<file path="src/rtl/cso_pkg.sv">
package cso_pkg;

    localparam int PFX_BYTES   = 8;
    localparam int FLAG_BYTE   = 0;
    localparam int L4OFF_BYTE  = 2;
    localparam int L3OFF_BYTE  = 3;

    localparam int FB_IP4      = 6;
    localparam int FB_L4       = 4;
    localparam int FB_UDP      = 3;
    localparam int FB_CIP      = 2;
    localparam int FB_CL4      = 1;

    localparam int IP_VERIHL   = 0;
    localparam int IP_PROTO    = 9;
    localparam int IP_CSUM     = 10;
    localparam int IP_PSEUDO   = 12;
    localparam int PSEUDO_LEN  = 8;
    localparam int IP_PEEK_LEN = 10;
    localparam int UDP_CSUM    = 6;
    localparam int TCP_CSUM    = 16;

    typedef struct packed {
        logic ip4;
        logic l4;
        logic udp;
        logic cip;
        logic cl4;
    } cso_flags_t;

    typedef enum logic [3:0] {
        ST_IDLE,
        ST_PFX,
        ST_IPH,
        ST_IPSUM,
        ST_IPWR_H,
        ST_IPWR_L,
        ST_L4SEL,
        ST_ZWR_H,
        ST_ZWR_L,
        ST_PSEUDO,
        ST_L4SUM,
        ST_L4WR_H,
        ST_L4WR_L,
        ST_DONE
    } cso_state_e;

    function automatic cso_flags_t decode_flags(input logic [7:0] b);
        cso_flags_t f;
        f.ip4 = b[FB_IP4];
        f.l4  = b[FB_L4];
        f.udp = b[FB_UDP];
        f.cip = b[FB_CIP];
        f.cl4 = b[FB_CL4];
        return f;
    endfunction

    function automatic logic [15:0] fold_sum(input logic [31:0] a);
        logic [16:0] t;
        logic [16:0] u;
        t = {1'b0, a[15:0]} + {1'b0, a[31:16]};
        u = {1'b0, t[15:0]} + {16'd0, t[16]};
        return u[15:0];
    endfunction

endpackage

</file>
<file path="src/rtl/cso_scan.sv">
module cso_scan #(
    parameter int AW = 11
) (
    input  logic          clk,
    input  logic          rst,
    input  logic          go,
    input  logic [AW-1:0] base,
    input  logic [AW-1:0] count,
    output logic [AW-1:0] rd_addr,
    output logic          out_valid,
    output logic [AW-1:0] out_idx,
    output logic          fin
);

    logic          issuing;
    logic [AW-1:0] iss_idx;
    logic [AW-1:0] base_q;
    logic [AW-1:0] cnt_q;
    logic          last_q;
    logic          empty_q;
    logic          at_last;

    assign at_last = (iss_idx == cnt_q - AW'(1));
    assign rd_addr = base_q + iss_idx;
    assign fin     = last_q | empty_q;

    always_ff @(posedge clk) begin
        if (rst) begin
            issuing   <= 1'b0;
            iss_idx   <= '0;
            base_q    <= '0;
            cnt_q     <= '0;
            out_valid <= 1'b0;
            out_idx   <= '0;
            last_q    <= 1'b0;
            empty_q   <= 1'b0;
        end else begin
            out_valid <= issuing;
            out_idx   <= iss_idx;
            last_q    <= issuing && at_last;
            empty_q   <= go && (count == '0);
            if (go && (count != '0)) begin
                issuing <= 1'b1;
                iss_idx <= '0;
                base_q  <= base;
                cnt_q   <= count;
            end else if (issuing) begin
                if (at_last) begin
                    issuing <= 1'b0;
                end else begin
                    iss_idx <= iss_idx + AW'(1);
                end
            end
        end
    end

endmodule

</file>
<file path="src/rtl/cso_accum.sv">
module cso_accum
    import cso_pkg::*;
(
    input  logic        clk,
    input  logic        rst,
    input  logic        clr,
    input  logic        byte_en,
    input  logic        byte_hi,
    input  logic [7:0]  byte_val,
    input  logic        word_en,
    input  logic [16:0] word_val,
    output logic [15:0] sum
);

    logic [31:0] acc;
    logic [31:0] byte_term;
    logic [31:0] word_term;

    always_comb begin
        byte_term = '0;
        if (byte_en) begin
            byte_term = byte_hi ? {16'd0, byte_val, 8'd0} : {24'd0, byte_val};
        end
        word_term = word_en ? {15'd0, word_val} : 32'd0;
    end

    always_ff @(posedge clk) begin
        if (rst || clr) begin
            acc <= '0;
        end else begin
            acc <= acc + byte_term + word_term;
        end
    end

    assign sum = fold_sum(acc);

endmodule

</file>
<file path="src/rtl/cso_ctrl.sv">
module cso_ctrl
    import cso_pkg::*;
#(
    parameter int AW = 11
) (
    input  logic          clk,
    input  logic          rst,
    input  logic          start,
    input  logic [AW-1:0] frame_len,
    output logic          scan_go,
    output logic [AW-1:0] scan_base,
    output logic [AW-1:0] scan_count,
    input  logic          scan_valid,
    input  logic [AW-1:0] scan_idx,
    input  logic          scan_fin,
    input  logic [7:0]    rd_byte,
    output logic          acc_clr,
    output logic          acc_byte_en,
    output logic          acc_hi,
    output logic          acc_word_en,
    output logic [16:0]   acc_word,
    input  logic [15:0]   acc_sum,
    output logic          wr_en,
    output logic [AW-1:0] wr_addr,
    output logic [7:0]    wr_data,
    output logic          busy,
    output logic          done,
    output logic [AW-1:0] len_lat
);

    cso_state_e    state, state_nx;
    logic          launched;
    logic [AW-1:0] len_q;
    cso_flags_t    flags_q;
    logic [7:0]    l3off_q;
    logic [7:0]    l4off_q;
    logic [3:0]    ihl_q;
    logic [7:0]    proto_q;

    logic [AW-1:0] l3_base;
    logic [AW-1:0] l4_base;
    logic [AW-1:0] l4_len;
    logic [AW-1:0] fld_ofs;
    logic [15:0]   ip_csum;
    logic [15:0]   l4_raw;
    logic [15:0]   l4_csum;
    logic          in_scan;
    logic          wr_state;

    assign l3_base = AW'(PFX_BYTES) + AW'(l3off_q);
    assign l4_base = l3_base + AW'(l4off_q);
    assign l4_len  = len_q - l4_base;
    assign fld_ofs = flags_q.udp ? AW'(UDP_CSUM) : AW'(TCP_CSUM);
    assign ip_csum = ~acc_sum;
    assign l4_raw  = ~acc_sum;
    assign l4_csum = (flags_q.udp && (l4_raw == 16'h0000)) ? 16'hFFFF : l4_raw;

    assign in_scan = (state == ST_PFX) || (state == ST_IPH) || (state == ST_IPSUM) ||
                     (state == ST_PSEUDO) || (state == ST_L4SUM);
    assign scan_go = in_scan && !launched;

    // scan window per state
    always_comb begin
        scan_base  = '0;
        scan_count = '0;
        case (state)
            ST_PFX: begin
                scan_base  = '0;
                scan_count = AW'(L3OFF_BYTE + 1);
            end
            ST_IPH: begin
                scan_base  = l3_base;
                scan_count = AW'(IP_PEEK_LEN);
            end
            ST_IPSUM: begin
                scan_base  = l3_base;
                scan_count = AW'({ihl_q, 2'b00});
            end
            ST_PSEUDO: begin
                scan_base  = l3_base + AW'(IP_PSEUDO);
                scan_count = AW'(PSEUDO_LEN);
            end
            ST_L4SUM: begin
                scan_base  = l4_base;
                scan_count = l4_len;
            end
            default: ;
        endcase
    end

    // accumulator control
    always_comb begin
        acc_clr     = (state == ST_L4SEL) || ((state == ST_IPSUM) && scan_go);
        acc_word_en = (state == ST_PSEUDO) && scan_go;
        acc_word    = 17'(proto_q) + 17'(l4_len);
        acc_hi      = ~scan_idx[0];
        case (state)
            ST_IPSUM:  acc_byte_en = scan_valid && (scan_idx != AW'(IP_CSUM)) &&
                                     (scan_idx != AW'(IP_CSUM + 1));
            ST_PSEUDO: acc_byte_en = scan_valid;
            ST_L4SUM:  acc_byte_en = scan_valid && (scan_idx != fld_ofs) &&
                                     (scan_idx != fld_ofs + AW'(1));
            default:   acc_byte_en = 1'b0;
        endcase
    end

    // byte writes
    always_comb begin
        wr_state = 1'b1;
        wr_addr  = '0;
        wr_data  = '0;
        case (state)
            ST_IPWR_H: begin
                wr_addr = l3_base + AW'(IP_CSUM);
                wr_data = ip_csum[15:8];
            end
            ST_IPWR_L: begin
                wr_addr = l3_base + AW'(IP_CSUM + 1);
                wr_data = ip_csum[7:0];
            end
            ST_ZWR_H: wr_addr = l4_base + AW'(UDP_CSUM);
            ST_ZWR_L: wr_addr = l4_base + AW'(UDP_CSUM + 1);
            ST_L4WR_H: begin
                wr_addr = l4_base + fld_ofs;
                wr_data = l4_csum[15:8];
            end
            ST_L4WR_L: begin
                wr_addr = l4_base + fld_ofs + AW'(1);
                wr_data = l4_csum[7:0];
            end
            default: wr_state = 1'b0;
        endcase
    end

    assign wr_en   = wr_state && (wr_addr < len_q);
    assign busy    = (state != ST_IDLE);
    assign done    = (state == ST_DONE);
    assign len_lat = len_q;

    // sequencing
    always_comb begin
        state_nx = state;
        case (state)
            ST_IDLE:   if (start) state_nx = ST_PFX;
            ST_PFX:    if (scan_fin) state_nx = flags_q.ip4 ? ST_IPH : ST_DONE;
            ST_IPH:    if (scan_fin) state_nx = flags_q.cip ? ST_IPSUM : ST_L4SEL;
            ST_IPSUM:  if (scan_fin) state_nx = ST_IPWR_H;
            ST_IPWR_H: state_nx = ST_IPWR_L;
            ST_IPWR_L: state_nx = ST_L4SEL;
            ST_L4SEL: begin
                if (!flags_q.l4)                     state_nx = ST_DONE;
                else if (flags_q.udp && !flags_q.cl4) state_nx = ST_ZWR_H;
                else if (flags_q.cl4)                state_nx = ST_PSEUDO;
                else                                 state_nx = ST_DONE;
            end
            ST_ZWR_H:  state_nx = ST_ZWR_L;
            ST_ZWR_L:  state_nx = ST_DONE;
            ST_PSEUDO: if (scan_fin) state_nx = ST_L4SUM;
            ST_L4SUM:  if (scan_fin) state_nx = ST_L4WR_H;
            ST_L4WR_H: state_nx = ST_L4WR_L;
            ST_L4WR_L: state_nx = ST_DONE;
            ST_DONE:   state_nx = ST_IDLE;
            default:   state_nx = ST_IDLE;
        endcase
    end

    always_ff @(posedge clk) begin
        if (rst) begin
            state    <= ST_IDLE;
            launched <= 1'b0;
            len_q    <= '0;
            flags_q  <= '0;
            l3off_q  <= '0;
            l4off_q  <= '0;
            ihl_q    <= '0;
            proto_q  <= '0;
        end else begin
            state <= state_nx;
            if (scan_fin) begin
                launched <= 1'b0;
            end else if (scan_go) begin
                launched <= 1'b1;
            end
            if ((state == ST_IDLE) && start) begin
                len_q <= frame_len;
            end
            if (scan_valid && (state == ST_PFX)) begin
                if (scan_idx == AW'(FLAG_BYTE))  flags_q <= decode_flags(rd_byte);
                if (scan_idx == AW'(L4OFF_BYTE)) l4off_q <= rd_byte;
                if (scan_idx == AW'(L3OFF_BYTE)) l3off_q <= rd_byte;
            end
            if (scan_valid && (state == ST_IPH)) begin
                if (scan_idx == AW'(IP_VERIHL)) ihl_q   <= rd_byte[3:0];
                if (scan_idx == AW'(IP_PROTO))  proto_q <= rd_byte;
            end
        end
    end

endmodule

</file>
<file path="src/rtl/tx_csum_offload.sv">
module tx_csum_offload
    import cso_pkg::*;
#(
    parameter int AW = 11
) (
    input  logic          clk,
    input  logic          rst,
    input  logic          start,
    input  logic [AW-1:0] frame_len,
    output logic [AW-1:0] mem_addr,
    output logic          mem_we,
    output logic [7:0]    mem_wdata,
    input  logic [7:0]    mem_rdata,
    output logic          busy,
    output logic          done
);

    logic          scan_go;
    logic [AW-1:0] scan_base;
    logic [AW-1:0] scan_count;
    logic [AW-1:0] rd_addr;
    logic          scan_valid;
    logic [AW-1:0] scan_idx;
    logic          scan_fin;
    logic          acc_clr;
    logic          acc_byte_en;
    logic          acc_hi;
    logic          acc_word_en;
    logic [16:0]   acc_word;
    logic [15:0]   acc_sum;
    logic          wr_en;
    logic [AW-1:0] wr_addr;
    logic [7:0]    wr_data;
    logic [AW-1:0] len_lat;

    cso_scan #(.AW(AW)) u_scan (
        .clk       (clk),
        .rst       (rst),
        .go        (scan_go),
        .base      (scan_base),
        .count     (scan_count),
        .rd_addr   (rd_addr),
        .out_valid (scan_valid),
        .out_idx   (scan_idx),
        .fin       (scan_fin)
    );

    cso_accum u_accum (
        .clk      (clk),
        .rst      (rst),
        .clr      (acc_clr),
        .byte_en  (acc_byte_en),
        .byte_hi  (acc_hi),
        .byte_val (mem_rdata),
        .word_en  (acc_word_en),
        .word_val (acc_word),
        .sum      (acc_sum)
    );

    cso_ctrl #(.AW(AW)) u_ctrl (
        .clk         (clk),
        .rst         (rst),
        .start       (start),
        .frame_len   (frame_len),
        .scan_go     (scan_go),
        .scan_base   (scan_base),
        .scan_count  (scan_count),
        .scan_valid  (scan_valid),
        .scan_idx    (scan_idx),
        .scan_fin    (scan_fin),
        .rd_byte     (mem_rdata),
        .acc_clr     (acc_clr),
        .acc_byte_en (acc_byte_en),
        .acc_hi      (acc_hi),
        .acc_word_en (acc_word_en),
        .acc_word    (acc_word),
        .acc_sum     (acc_sum),
        .wr_en       (wr_en),
        .wr_addr     (wr_addr),
        .wr_data     (wr_data),
        .busy        (busy),
        .done        (done),
        .len_lat     (len_lat)
    );

    assign mem_addr  = wr_en ? wr_addr : rd_addr;
    assign mem_we    = wr_en;
    assign mem_wdata = wr_data;

endmodule

</file>
<file path="config.mk">
export PLATFORM = sky130hd
export DESIGN_NAME = tx_csum_offload
export DESIGN_NICKNAME = d
export VERILOG_FILES = /design/src/rtl/cso_pkg.sv /design/src/rtl/cso_scan.sv /design/src/rtl/cso_accum.sv /design/src/rtl/cso_ctrl.sv /design/src/rtl/tx_csum_offload.sv
export SDC_FILE = /design/constraint.sdc
export NUM_CORES = 1
export LEC_CHECK = 0
export BUFFER_PORTS_ARGS = -buffer_cell sky130_fd_sc_hd__buf_2
export CAP_MARGIN = 40
export CORE_MARGIN = 4
export CORE_UTILIZATION = 60
export DETAILED_ROUTE_END_ITERATION = 8
export GPL_TIMING_DRIVEN = 0
export PLACE_DENSITY_LB_ADDON = 0.05
export REMOVE_ABC_BUFFERS = 1
export SLEW_MARGIN = 40
export SYNTH_ARGS = -nofsm -noshare
export SYNTH_HDL_FRONTEND = slang
export SYNTH_HIERARCHICAL = 1
export SYNTH_SLANG_ARGS = --single-unit
</file>
<file path="constraint.sdc">
create_clock -name clk -period 10.2 [get_ports clk]
set_clock_uncertainty 0.05 [all_clocks]
set_input_delay 1.53 -clock clk [delete_from_list [all_inputs] [get_ports clk]]
set_output_delay 1.53 -clock clk [all_outputs]
set_load 0.05 [all_outputs]
</file>
==> results_dict.tcl, run 1 <==
set metrics [dict create \
    dp.cells 1745 \
    io_pins 44 \
    initial_utilization 0.620 \
    tritoncts "yes" \
    rr_worst_depth 28 \
    dp_hpwl_um 26000 \
    r2r_setup_slack_ns 2.01 \
    n_antenna_cell 0 \
    yosysWarnings 6 \
    antenna_found_initial 0 \
    seq_area_sq_um 2580 \
    arrival_ns 6.99 \
    synth_ff_type "dfxtp_1" \
    comb_power_share 0.427 \
    drv_cap 0 \
    hp-class "register to register" \
    gp_congestion 0.956 \
    cp_data_required_time_ns 8.62 \
    finalNonFillerCells 1777 \
    synth_edf_count 0 \
    criticalPathCategory "register to primary output" \
    h-tree-depth 4 \
    multi_input_area_sq_um 8650 \
    cts_hold_buf 0 \
    p_total_mw 2.13 \
    overflow 0 \
    post-synth-top-area-cell "dfxtp_1" \
    tns_ns 0 \
    leakagePower_nw 5.23 \
    sw_frac_of_total 0.453 \
    drive_gt1_frac 0.0969 \
    syn_avg_cell_area_sq_um 7.88 \
    syn-cell-area_sq_um 11800 \
    wl_per_cell_um 18.7 \
    rsz0062_at_grt "false" \
    cp-endpoint "mem_addr[8]" \
    synth-seq-area-share 0.220 \
    maxSlewViolCount 0 \
    crit_fanout 12 \
    core_sq_um 19000 \
    fmax_ghz 0.117 \
    grt_pass1_vias 9949 \
    p_int_mw 1.16 \
    status "completed" \
    fp.dieW_um 148 \
    post-route-util 0.670 \
    vias 10972 \
    viasPerCell 6.17 \
    drt_iter0_drc 900 \
    netlist_instances 1491 \
    cts_resized 0 \
    p_switching_mw 0.967 \
    grt_max_degree 80 \
    fill_cells 1682 \
    insertion_delay_ns 0.43 \
    area_growth_pct 8.04 \
    period_needed_ns 8.57 \
    clk_path_buf_depth 2 \
    portBuffers 43 \
    clk_pin_slew_ns 0.07 \
    cts-root-buf "clkbuf_16" \
    end_kind "primary output" \
    yosys-top-cells-area "dfxtp_1 (22%), ha_1 (11%), xnor2_1 (5.2%), nand2_1 (5.0%), nor2_1 (4.7%)" \
    clock_power_share 0.283 \
    synth_cell_types 97 \
    async_reset_ff_frac 0 \
    fp.dieArea_sq_um 21900 \
    nNetsFinal 1649 \
    critPathLaunchType "register" \
    num_rows 50 \
    slew_headroom 0.440 \
    grt_pass1_wl_um 52500 \
    power_density_nw_per_um2 168 \
    r2r-end "u_accum/acc[21]" \
    cts.sinks 129 \
    setup_viol 0 \
    ant_nets 0 \
    first_pass_iters 5 \
    cts_buffers 17 \
    fin_crit_sh 0.841 \
    seq_power_share 0.290 \
    die_y_um 148 \
    ys_seq_elements 129 \
    hold_viol 0 \
    gr-usage-all-layers 0.299 \
    cts_setup_buffers 0 \
    critPathLaunch "u_ctrl/l3off_q[0]" \
    r2r-start "u_ctrl/l3off_q[3]" \
    vdd_ir_drop_max_v 0.000132 \
    drc 0 \
    worst_pin_slew_ns 0.835 \
    netlist.area_leader.share 0.220 \
    routed_wl_um 33200 \
]
-- registers in the layout, summed over array words and instances, names as in the netlist --
name	count
u_scan/out_valid	1
u_ctrl/l3off_q	8
u_scan/base_q	11
u_ctrl/state	4
u_accum/acc	32
u_scan/last_q	1
u_scan/iss_idx	11
u_scan/empty_q	1
u_scan/cnt_q	11
u_ctrl/ihl_q	4
u_scan/issuing	1
u_ctrl/flags_q	5
u_scan/out_idx	11
u_ctrl/l4off_q	8
u_ctrl/len_lat	11
u_ctrl/proto_q	8
u_ctrl/launched	1
-- per-layer routing --
metal  up-vias  wire (um)  global-route usage
met5         -          0                   0
met4         0        585              0.0818
met3        48       2300              0.0445
met2       395      14800               0.463
met1      5155      15500               0.434
li1       5374          -                   -
-- layout make-up --
class                      count  area share
inverter                      81      0.0241
sequential                   129       0.203
clock buffer                  17      0.0335
tap                          260      0.0256
multi-input combinational   1230       0.681
timing repair buffer          45      0.0200
clock inverter                15      0.0125
-- through the flow --
step                      hold slack [ns]  setup WS, ns  cell area [sq um]
after detailed placement            0.403          2.13              12100
after CTS                           0.413          1.70              12700
final                               0.409          1.63              12700
after floorplan                     0.372          1.99              11500
after global routing                0.441          1.36              12700
after global placement              0.394          1.61              12000
-- cells in the mapped netlist (32+ instances only) --
master / count
ha_1: 100
o21ai_0: 60
nor2_1: 148
dfxtp_1: 129
and2_1: 32
mux2i_1: 37
nand2_1: 157
inv_1: 73
xnor2_1: 70
nor3_1: 34
clkbuf_1: 37
nand3_1: 48
a21oi_1: 109
xor2_1: 32
-- worst max-delay path, cell delays in order, from the launching register on --
cell and delay, ns:
dfxtp_1 0.56, ha_1 0.27, inv_1 0.06, fa_1 0.40, xnor2_1 0.53, inv_2 0.24
fa_1 0.43, inv_1 0.14, xnor3_1 0.43, nor3b_1 0.48, nand2_1 0.17, o22a_1 0.26
xnor2_1 0.14, a211o_1 0.35, ha_1 0.31, nor2b_1 0.14, o21ai_0 0.17, nand2b_1 0.08
a21oi_1 0.16, o31ai_1 0.14, a31oi_4 0.53, mux2_2 0.39, buf_2 0.21
-- cell usage in the layout, fill, tap and decap left out, types with 10 or more instances in the layout --
| cell | instances |
|---|---|
| nor2b_1 | 27 |
| or3_1 | 17 |
| xor2_1 | 32 |
| o21ai_0 | 60 |
| o211ai_1 | 12 |
| and2_1 | 32 |
| nand3_1 | 48 |
| nand2b_1 | 14 |
| o22ai_1 | 12 |
| nand4_1 | 15 |
| a22oi_1 | 13 |
| fa_1 | 23 |
| o21ai_1 | 11 |
| dfxtp_1 | 129 |
| nor2_1 | 147 |
| a211oi_1 | 12 |
| a21oi_1 | 109 |
| inv_1 | 73 |
| mux2i_1 | 37 |
| and3_1 | 23 |
| ha_1 | 100 |
| buf_2 | 43 |
| nor4_1 | 13 |
| nand2_1 | 156 |
| xnor2_1 | 70 |
| nor3_1 | 33 |
| a21o_1 | 20 |
| clkbuf_16 | 17 |
| mux2_4 | 10 |
| a31oi_1 | 17 |
-- power by group through the flow --
stage,logic [mW],clock network [mW],registers (mW)
after detailed placement,0.888,0,0.627
after CTS,0.894,0.613,0.615
after floorplan,0.660,0,0.600
after global placement,0.867,0,0.624
after global routing,0.986,0.637,0.625
final,0.911,0.603,0.617
-- how the worst min path moves through the flow --
stage          depth (start not counted)  slack [ns]                to        startpoint
6_report                               2        0.41  u_scan/base_q[8]  u_scan/base_q[8]
5_1_grt                                2        0.44   u_ctrl/ihl_q[3]   u_ctrl/ihl_q[3]
4_1_cts                                2        0.41  u_scan/base_q[8]  u_scan/base_q[8]
3_5_place_dp                           2        0.40  u_scan/base_q[8]  u_scan/base_q[8]
3_3_place_gp                           2        0.39   u_ctrl/ihl_q[1]   u_ctrl/ihl_q[1]
2_1_floorplan                          2        0.37   u_ctrl/ihl_q[0]   u_ctrl/ihl_q[0]
-- logic make-up after synthesis --
family | Yosys count | share of synthesized area
muxes | 48 | 0.0452
and+or+nand+nor | 574 | 0.244
adders and majority gates | 123 | 0.146
buffers and inverters | 139 | 0.0496
AOI/OAI and AO/OA | 370 | 0.211
DFF | 129 | 0.220
other | 1 | 0.000319
xor gates and xnor gates | 107 | 0.0840
Note: power is estimated with default switching activity, not from simulation.
==> inputs of run 2 (changes only) <==
--- a/config.mk
+++ b/config.mk
@@ -8,7 +8,7 @@
 export BUFFER_PORTS_ARGS = -buffer_cell sky130_fd_sc_hd__buf_2
 export CAP_MARGIN = 40
 export CORE_MARGIN = 4
-export CORE_UTILIZATION = 60
+export CORE_UTILIZATION = 58
 export DETAILED_ROUTE_END_ITERATION = 8
 export GPL_TIMING_DRIVEN = 0
 export PLACE_DENSITY_LB_ADDON = 0.05
==> constraint.sdc (replaced) <==
create_clock -name clk -period 7.7 [get_ports clk]
set_clock_uncertainty 0.05 [all_clocks]
set_input_delay 1.155 -clock clk [delete_from_list [all_inputs] [get_ports clk]]
set_output_delay 1.155 -clock clk [all_outputs]
set_load 0.05 [all_outputs]
==> run 2 against run 1 <==
  * Critical path depth increased by 7
  * Worst setup slack got worse by 1.4 ns
  * Via count is 1.1% higher
  * Wire length is 1.2% higher
  * Worst hold slack better by 0.0074 ns
  * Power rose by 36%
  * Flip-flop and latch count is the same
==> results_dict.tcl, run 2 (synthesis results as in run 1) <==
set metrics [dict create \
    cp_slowest_cell "or4_1" \
    insertion_delay_ns 0.42 \
    hold_viol 0 \
    setup_viol 0 \
    hold_path_depth 2 \
    nNetsFinal 1655 \
    clk_pin_slew_ns 0.07 \
    preCtsSetupSlack_ns -0.449 \
    drc 0 \
    drive_gt1_frac 0.112 \
    clk_path_buf_depth 2 \
    power_density_nw_per_um2 224 \
    p_int_mw 1.62 \
    initial_utilization 0.596 \
    placed_area_sq_um 12100 \
    fin_ws_ns 0.246 \
    finalNonFillerCells 1788 \
    ant_nets 0 \
    hp-class "register to register" \
    antenna_found_initial 0 \
    crit_top_cell "ha_1" \
    fp.dieW_um 150 \
    leakagePower_nw 5.29 \
    end_kind "register" \
    first_pass_iters 5 \
    vdd_ir_drop_max_v 0.000224 \
    worst_pin_slew_ns 0.836 \
    die_y_um 150 \
    slew_headroom 0.442 \
    gp_congestion 0.936 \
    io_pins 44 \
    tritoncts "yes" \
    gr-usage-all-layers 0.300 \
    dp.cells 1750 \
    cts.sinks 129 \
    mostFrequentLayoutCell "nand2_1" \
    top_register "u_accum/acc" \
    portBuffers 43 \
    critPathLaunchType "register" \
    r2r_setup_slack_ns 0.25 \
    grt_max_degree 78 \
    arrival_ns 7.69 \
    rr_worst_depth 29 \
    seq_power_share 0.283 \
    wl_per_cell_um 18.8 \
    vias 11091 \
    area_growth_pct 9.65 \
    h-tree-depth 4 \
    grt_pass1_wl_um 53600 \
    cp_data_required_time_ns 7.94 \
    cts_buffers 17 \
    num_rows 51 \
    comb_power_share 0.423 \
    post-route-util 0.654 \
    fp.dieArea_sq_um 22600 \
    layout_common_cells "nand2_1 (156), nor2_1 (146), dfxtp_1 (127)" \
    n_antenna_cell 0 \
    fill_cells 1744 \
    cts-root-buf "clkbuf_16" \
    slowest_delay_ns 0.48 \
    dp_hpwl_um 26100 \
    largest_register_ffs 32 \
    holdWs_ns 0.416 \
    sw_frac_of_total 0.441 \
    grt_pass1_vias 10233 \
    viasPerCell 6.20 \
    crit_fanout 13 \
    fin_area_sq_um 12900 \
    core_sq_um 19700 \
    clock_power_share 0.294 \
    overflow 0 \
    fmax_ghz 0.134 \
    drv_cap 0 \
    routed_wl_um 33600 \
    fin_crit_sh 0.968 \
    criticalPathCategory "register to register" \
    maxSlewViolCount 0 \
    period_needed_ns 7.45 \
    drt_iter0_drc 782 \
    status "completed" \
    p_switching_mw 1.27 \
]
-- run 2: cell types whose count changed in the layout (fill, tap and decap cells not counted), moves of 2 or more --
cell | before | now
ha_2 | 0 | 2
a21oi_2 | 6 | 8
inv_8 | 9 | 5
bufinv_16 | 0 | 2
ha_1 | 100 | 98
xnor2_2 | 3 | 5
buf_4 | 0 | 7
a21oi_1 | 109 | 107
inv_6 | 2 | 5
dfxtp_1 | 129 | 127
xnor2_1 | 70 | 68
-- run 2: power groups by stage --
stage               Combinational, mW  Clock, mW  Sequential [mW]
floorplan                       0.874          0            0.795
CTS                              1.19      0.864            0.814
detailed placement               1.18          0            0.829
global route                     1.32      0.902            0.826
finish                           1.22      0.850            0.817
global placement                 1.15          0            0.827
-- run 2: through the flow --
step / total power [mW] / TNS [ns]
after global routing: 3.05 / -0.0429
after detailed placement: 2.01 / -4.05
after floorplan: 1.67 / -0.419
final: 2.89 / 0
after global placement: 1.98 / -9.77
after CTS: 2.87 / 0
-- run 2: cell type report --
| class | instances | area [sq um] | share of cell area |
|---|---|---|---|
| timing repair buffer | 51 | 302 | 0.0234 |
| clock buffer | 17 | 425 | 0.0330 |
| multi-input combinational | 1230 | 8740 | 0.678 |
| inverter | 81 | 307 | 0.0238 |
| clock inverter | 15 | 193 | 0.0149 |
| tap | 265 | 332 | 0.0257 |
| sequential | 129 | 2590 | 0.201 |
-- run 2: timing repair --
action                     CTS  global route
gates resized for setup      6            16
setup buffers                4             2
setup endpoints to repair   27            29
hold buffers                 0             0
pin swaps                    2             3
-- run 2: worst paths after layout --
kind | endpoint | start
worst max register to register | u_accum/acc[29] | u_ctrl/l3off_q[3]
worst max-delay path | u_accum/acc[29] | u_ctrl/l3off_q[3]
worst min register to register | u_scan/base_q[4] | u_scan/base_q[4]
worst min-delay path | u_scan/base_q[4] | u_scan/base_q[4]
-- run 2: worst max-delay path: cells and delay by family (launching register included) --
family / cells / cell delay [ns]
buffers and inverters: 3 / 0.48
xor gates and xnor gates: 3 / 0.62
adders and majority gates: 6 / 2.08
DFF: 1 / 0.40
and+or+nand+nor: 10 / 2.20
AOI/OAI and AO/OA: 7 / 1.50
-- run 2: layer usage --
layer	vias to the layer above	GRT usage	share of wire
met4	0	0.0645	0.015
met3	31	0.0584	0.077
li1	5382	-	-
met2	401	0.467	0.44
met1	5277	0.431	0.46
met5	-	0	0
==> inputs of run 3 (changes only) <==
--- a/config.mk
+++ b/config.mk
@@ -5,6 +5,7 @@
 export SDC_FILE = /design/constraint.sdc
 export NUM_CORES = 1
 export LEC_CHECK = 0
+export ABC_AREA = 1
 export BUFFER_PORTS_ARGS = -buffer_cell sky130_fd_sc_hd__buf_2
 export CAP_MARGIN = 40
 export CORE_MARGIN = 4
==> run 3 against run 2 <==
  * Die area is 6.4% higher
  * Sequential power hardly changed
  * Sequential share of layout area is 0.94 points lower
  * First-iteration DRC count is 58% higher
  * Critical endpoint is now mem_addr[2]
  * Largest cell class unchanged
==> results_dict.tcl, run 3 <==
set metrics [dict create \
    status "completed" \
    vdd_ir_drop_max_v 0.000186 \
    leakagePower_nw 6.64 \
    core_sq_um 21200 \
    drt_iter0_drc 1238 \
    grt_pass1_wl_um 60300 \
    setup_viol 0 \
    cts-root-buf "clkbuf_16" \
    area_growth_pct 7.59 \
    synth_common_cells "nand2_1 (447), inv_1 (283), nor2_1 (256), nand3_1 (130), dfxtp_1 (129)" \
    insertion_delay_ns 0.42 \
    r2r_setup_slack_ns 0.66 \
    hp-class "register to register" \
    seq_power_share 0.263 \
    ant_nets 0 \
    post-synth-top-area-cell "dfxtp_1" \
    slowest_delay_ns 0.64 \
    cp_data_required_time_ns 6.49 \
    grt_pass1_vias 11583 \
    cp-endpoint "mem_addr[2]" \
    viasPerCell 5.61 \
    worst_pin_slew_ns 0.801 \
    clk_path_buf_depth 2 \
    crit_fanout 13 \
    top_register "u_accum/acc" \
    cts_setup_buffers 0 \
    drv_cap 0 \
    fp.dieArea_sq_um 24000 \
    h-tree-depth 4 \
    num_rows 53 \
    largest_register_ffs 32 \
    async_reset_ff_frac 0 \
    tns_ns 0 \
    criticalPathCategory "register to primary output" \
    first_pass_iters 6 \
    grt_max_degree 66 \
    syn_avg_cell_area_sq_um 6.38 \
    vias 12803 \
    synth_cell_types 58 \
    drive_gt1_frac 0.0917 \
    nNetsFinal 2141 \
    p_int_mw 1.64 \
    wl_met1_um 18200 \
    wl_per_cell_um 16.5 \
    arrival_ns 5.87 \
    r2r-start "u_ctrl/l3off_q[3]" \
    die_y_um 155 \
    fp.dieW_um 155 \
    synth-seq-area-share 0.206 \
    placed_area_sq_um 12900 \
    portBuffers 43 \
    tritoncts "yes" \
    rr_worst_depth 33 \
    synth_ff_type "dfxtp_1" \
    synth_most_common_cell "nand2_1" \
    mostFrequentLayoutCell "nand2_1" \
    slew_headroom 0.464 \
    layout_common_cells "nand2_1 (446), inv_1 (283), nor2_1 (255)" \
    power_density_nw_per_um2 231 \
    fin_area_sq_um 13500 \
    hold_viol 0 \
    p_switching_mw 1.47 \
    fill_cells 2092 \
    critPathLaunch "u_ctrl/l3off_q[0]" \
    comb_power_share 0.481 \
    rsz0062_at_grt "false" \
    gp_congestion 0.951 \
    highest_layer "met4" \
    antenna_found_initial 0 \
    synth_edf_count 0 \
    fin_crit_sh 0.919 \
    sw_frac_of_total 0.472 \
    overflow 0 \
    dp_hpwl_um 30200 \
    cp_slowest_cell "fa_1" \
    netlist_instances 1965 \
    drc 0 \
    ys_seq_elements 129 \
    cts_buffers 17 \
    n_antenna_cell 0 \
    syn-cell-area_sq_um 12500 \
    clk_pin_slew_ns 0.05 \
    period_needed_ns 7.08 \
    cts_resized 0 \
    wl_met2_um 15700 \
    yosys-top-cells-area "dfxtp_1 (21%), nand2_1 (13%), ha_1 (10%), inv_1 (8.5%), nor2_1 (7.7%)" \
    end_kind "primary output" \
    finalNonFillerCells 2282 \
    gr-usage-all-layers 0.313 \
    dp.cells 2250 \
    routed_wl_um 37700 \
    yosysWarnings 6 \
    cts.sinks 129 \
    netlist.area_leader.share 0.206 \
    r2r-end "u_accum/acc[18]" \
    io_pins 44 \
    crit_top_cell "nand2_1" \
    maxSlewViolCount 0 \
    wl_met3_um 2900 \
    critPathLaunchType "register" \
    initial_utilization 0.593 \
    cts_hold_buf 0 \
    fmax_ghz 0.141 \
    clock_power_share 0.256 \
]
==> run 3: area by class of cell <==
| class | instances | area [sq um] | share of cell area |
|---|---|---|---|
| clock buffers | 17 | 425 | 0.0315 |
| clock inverters | 13 | 138 | 0.0102 |
| inverters | 304 | 1140 | 0.0845 |
| well taps | 275 | 344 | 0.0255 |
| multi-input cells | 1499 | 8630 | 0.640 |
| repair buffers | 45 | 233 | 0.0172 |
| flip-flops and latches | 129 | 2580 | 0.191 |
==> run 3: metrics by stage <==
step / power, mW / utilization / setup WS, ns / hold slack, ns
finish: 3.11 / 0.638 / 0.623 / 0.426
global route: 3.30 / 0.638 / 0.0502 / 0.449
CTS: 3.09 / 0.637 / 0.381 / 0.423
detailed placement: 2.28 / 0.611 / 0.814 / 0.407
global placement: 2.26 / 0.610 / 0.657 / 0.403
floorplan: 1.89 / - / 1.03 / 0.382
==> run 3: metal layers <==
metal,GRT usage,up-vias
met5,0,-
met4,0.0959,0
met3,0.0526,60
met2,0.455,443
met1,0.473,5825
li1,-,6475
==> run 3: worst max-delay path: cells and delay by family, from the launching register on <==
kind                     cells  cell delay (ns)
AND/OR/NAND/NOR             14             1.48
flip-flops                   1             0.42
buffers and inverters        6             0.78
adder cells (fa/ha/maj)      5             1.90
AO/OA/AOI/OAI                3             0.87
==> run 3: worst min-delay path by stage <==
| stage | from | endpoint | slack [ns] | cells past startpoint |
|---|---|---|---|---|
| global route | u_ctrl/ihl_q[3] | u_ctrl/ihl_q[3] | 0.45 | 2 |
| CTS | u_ctrl/ihl_q[3] | u_ctrl/ihl_q[3] | 0.42 | 2 |
| detailed placement | u_ctrl/ihl_q[3] | u_ctrl/ihl_q[3] | 0.41 | 2 |
| floorplan | u_ctrl/ihl_q[2] | u_ctrl/ihl_q[2] | 0.38 | 2 |
| finish | u_ctrl/launched | u_ctrl/launched | 0.43 | 2 |
| global placement | u_ctrl/ihl_q[2] | u_ctrl/ihl_q[2] | 0.40 | 2 |
==> run 3: power by group through the flow <==
stage / clock [mW] / sequential [mW] / combinational [mW]
floorplan: 0 / 0.809 / 1.08
global placement: 0 / 0.830 / 1.43
detailed placement: 0 / 0.832 / 1.45
CTS: 0.807 / 0.818 / 1.46
global route: 0.835 / 0.828 / 1.63
finish: 0.796 / 0.819 / 1.50
==> run 3: cells by family after synthesis <==
| group | Yosys count | share of synthesized area |
|---|---|---|
| compound gates | 337 | 0.164 |
| xor+xnor | 60 | 0.0425 |
| fa+ha+maj | 123 | 0.136 |
| buf+inv | 344 | 0.110 |
| flops | 129 | 0.206 |
| other cells | 1 | 0.000299 |
| simple gates | 971 | 0.341 |
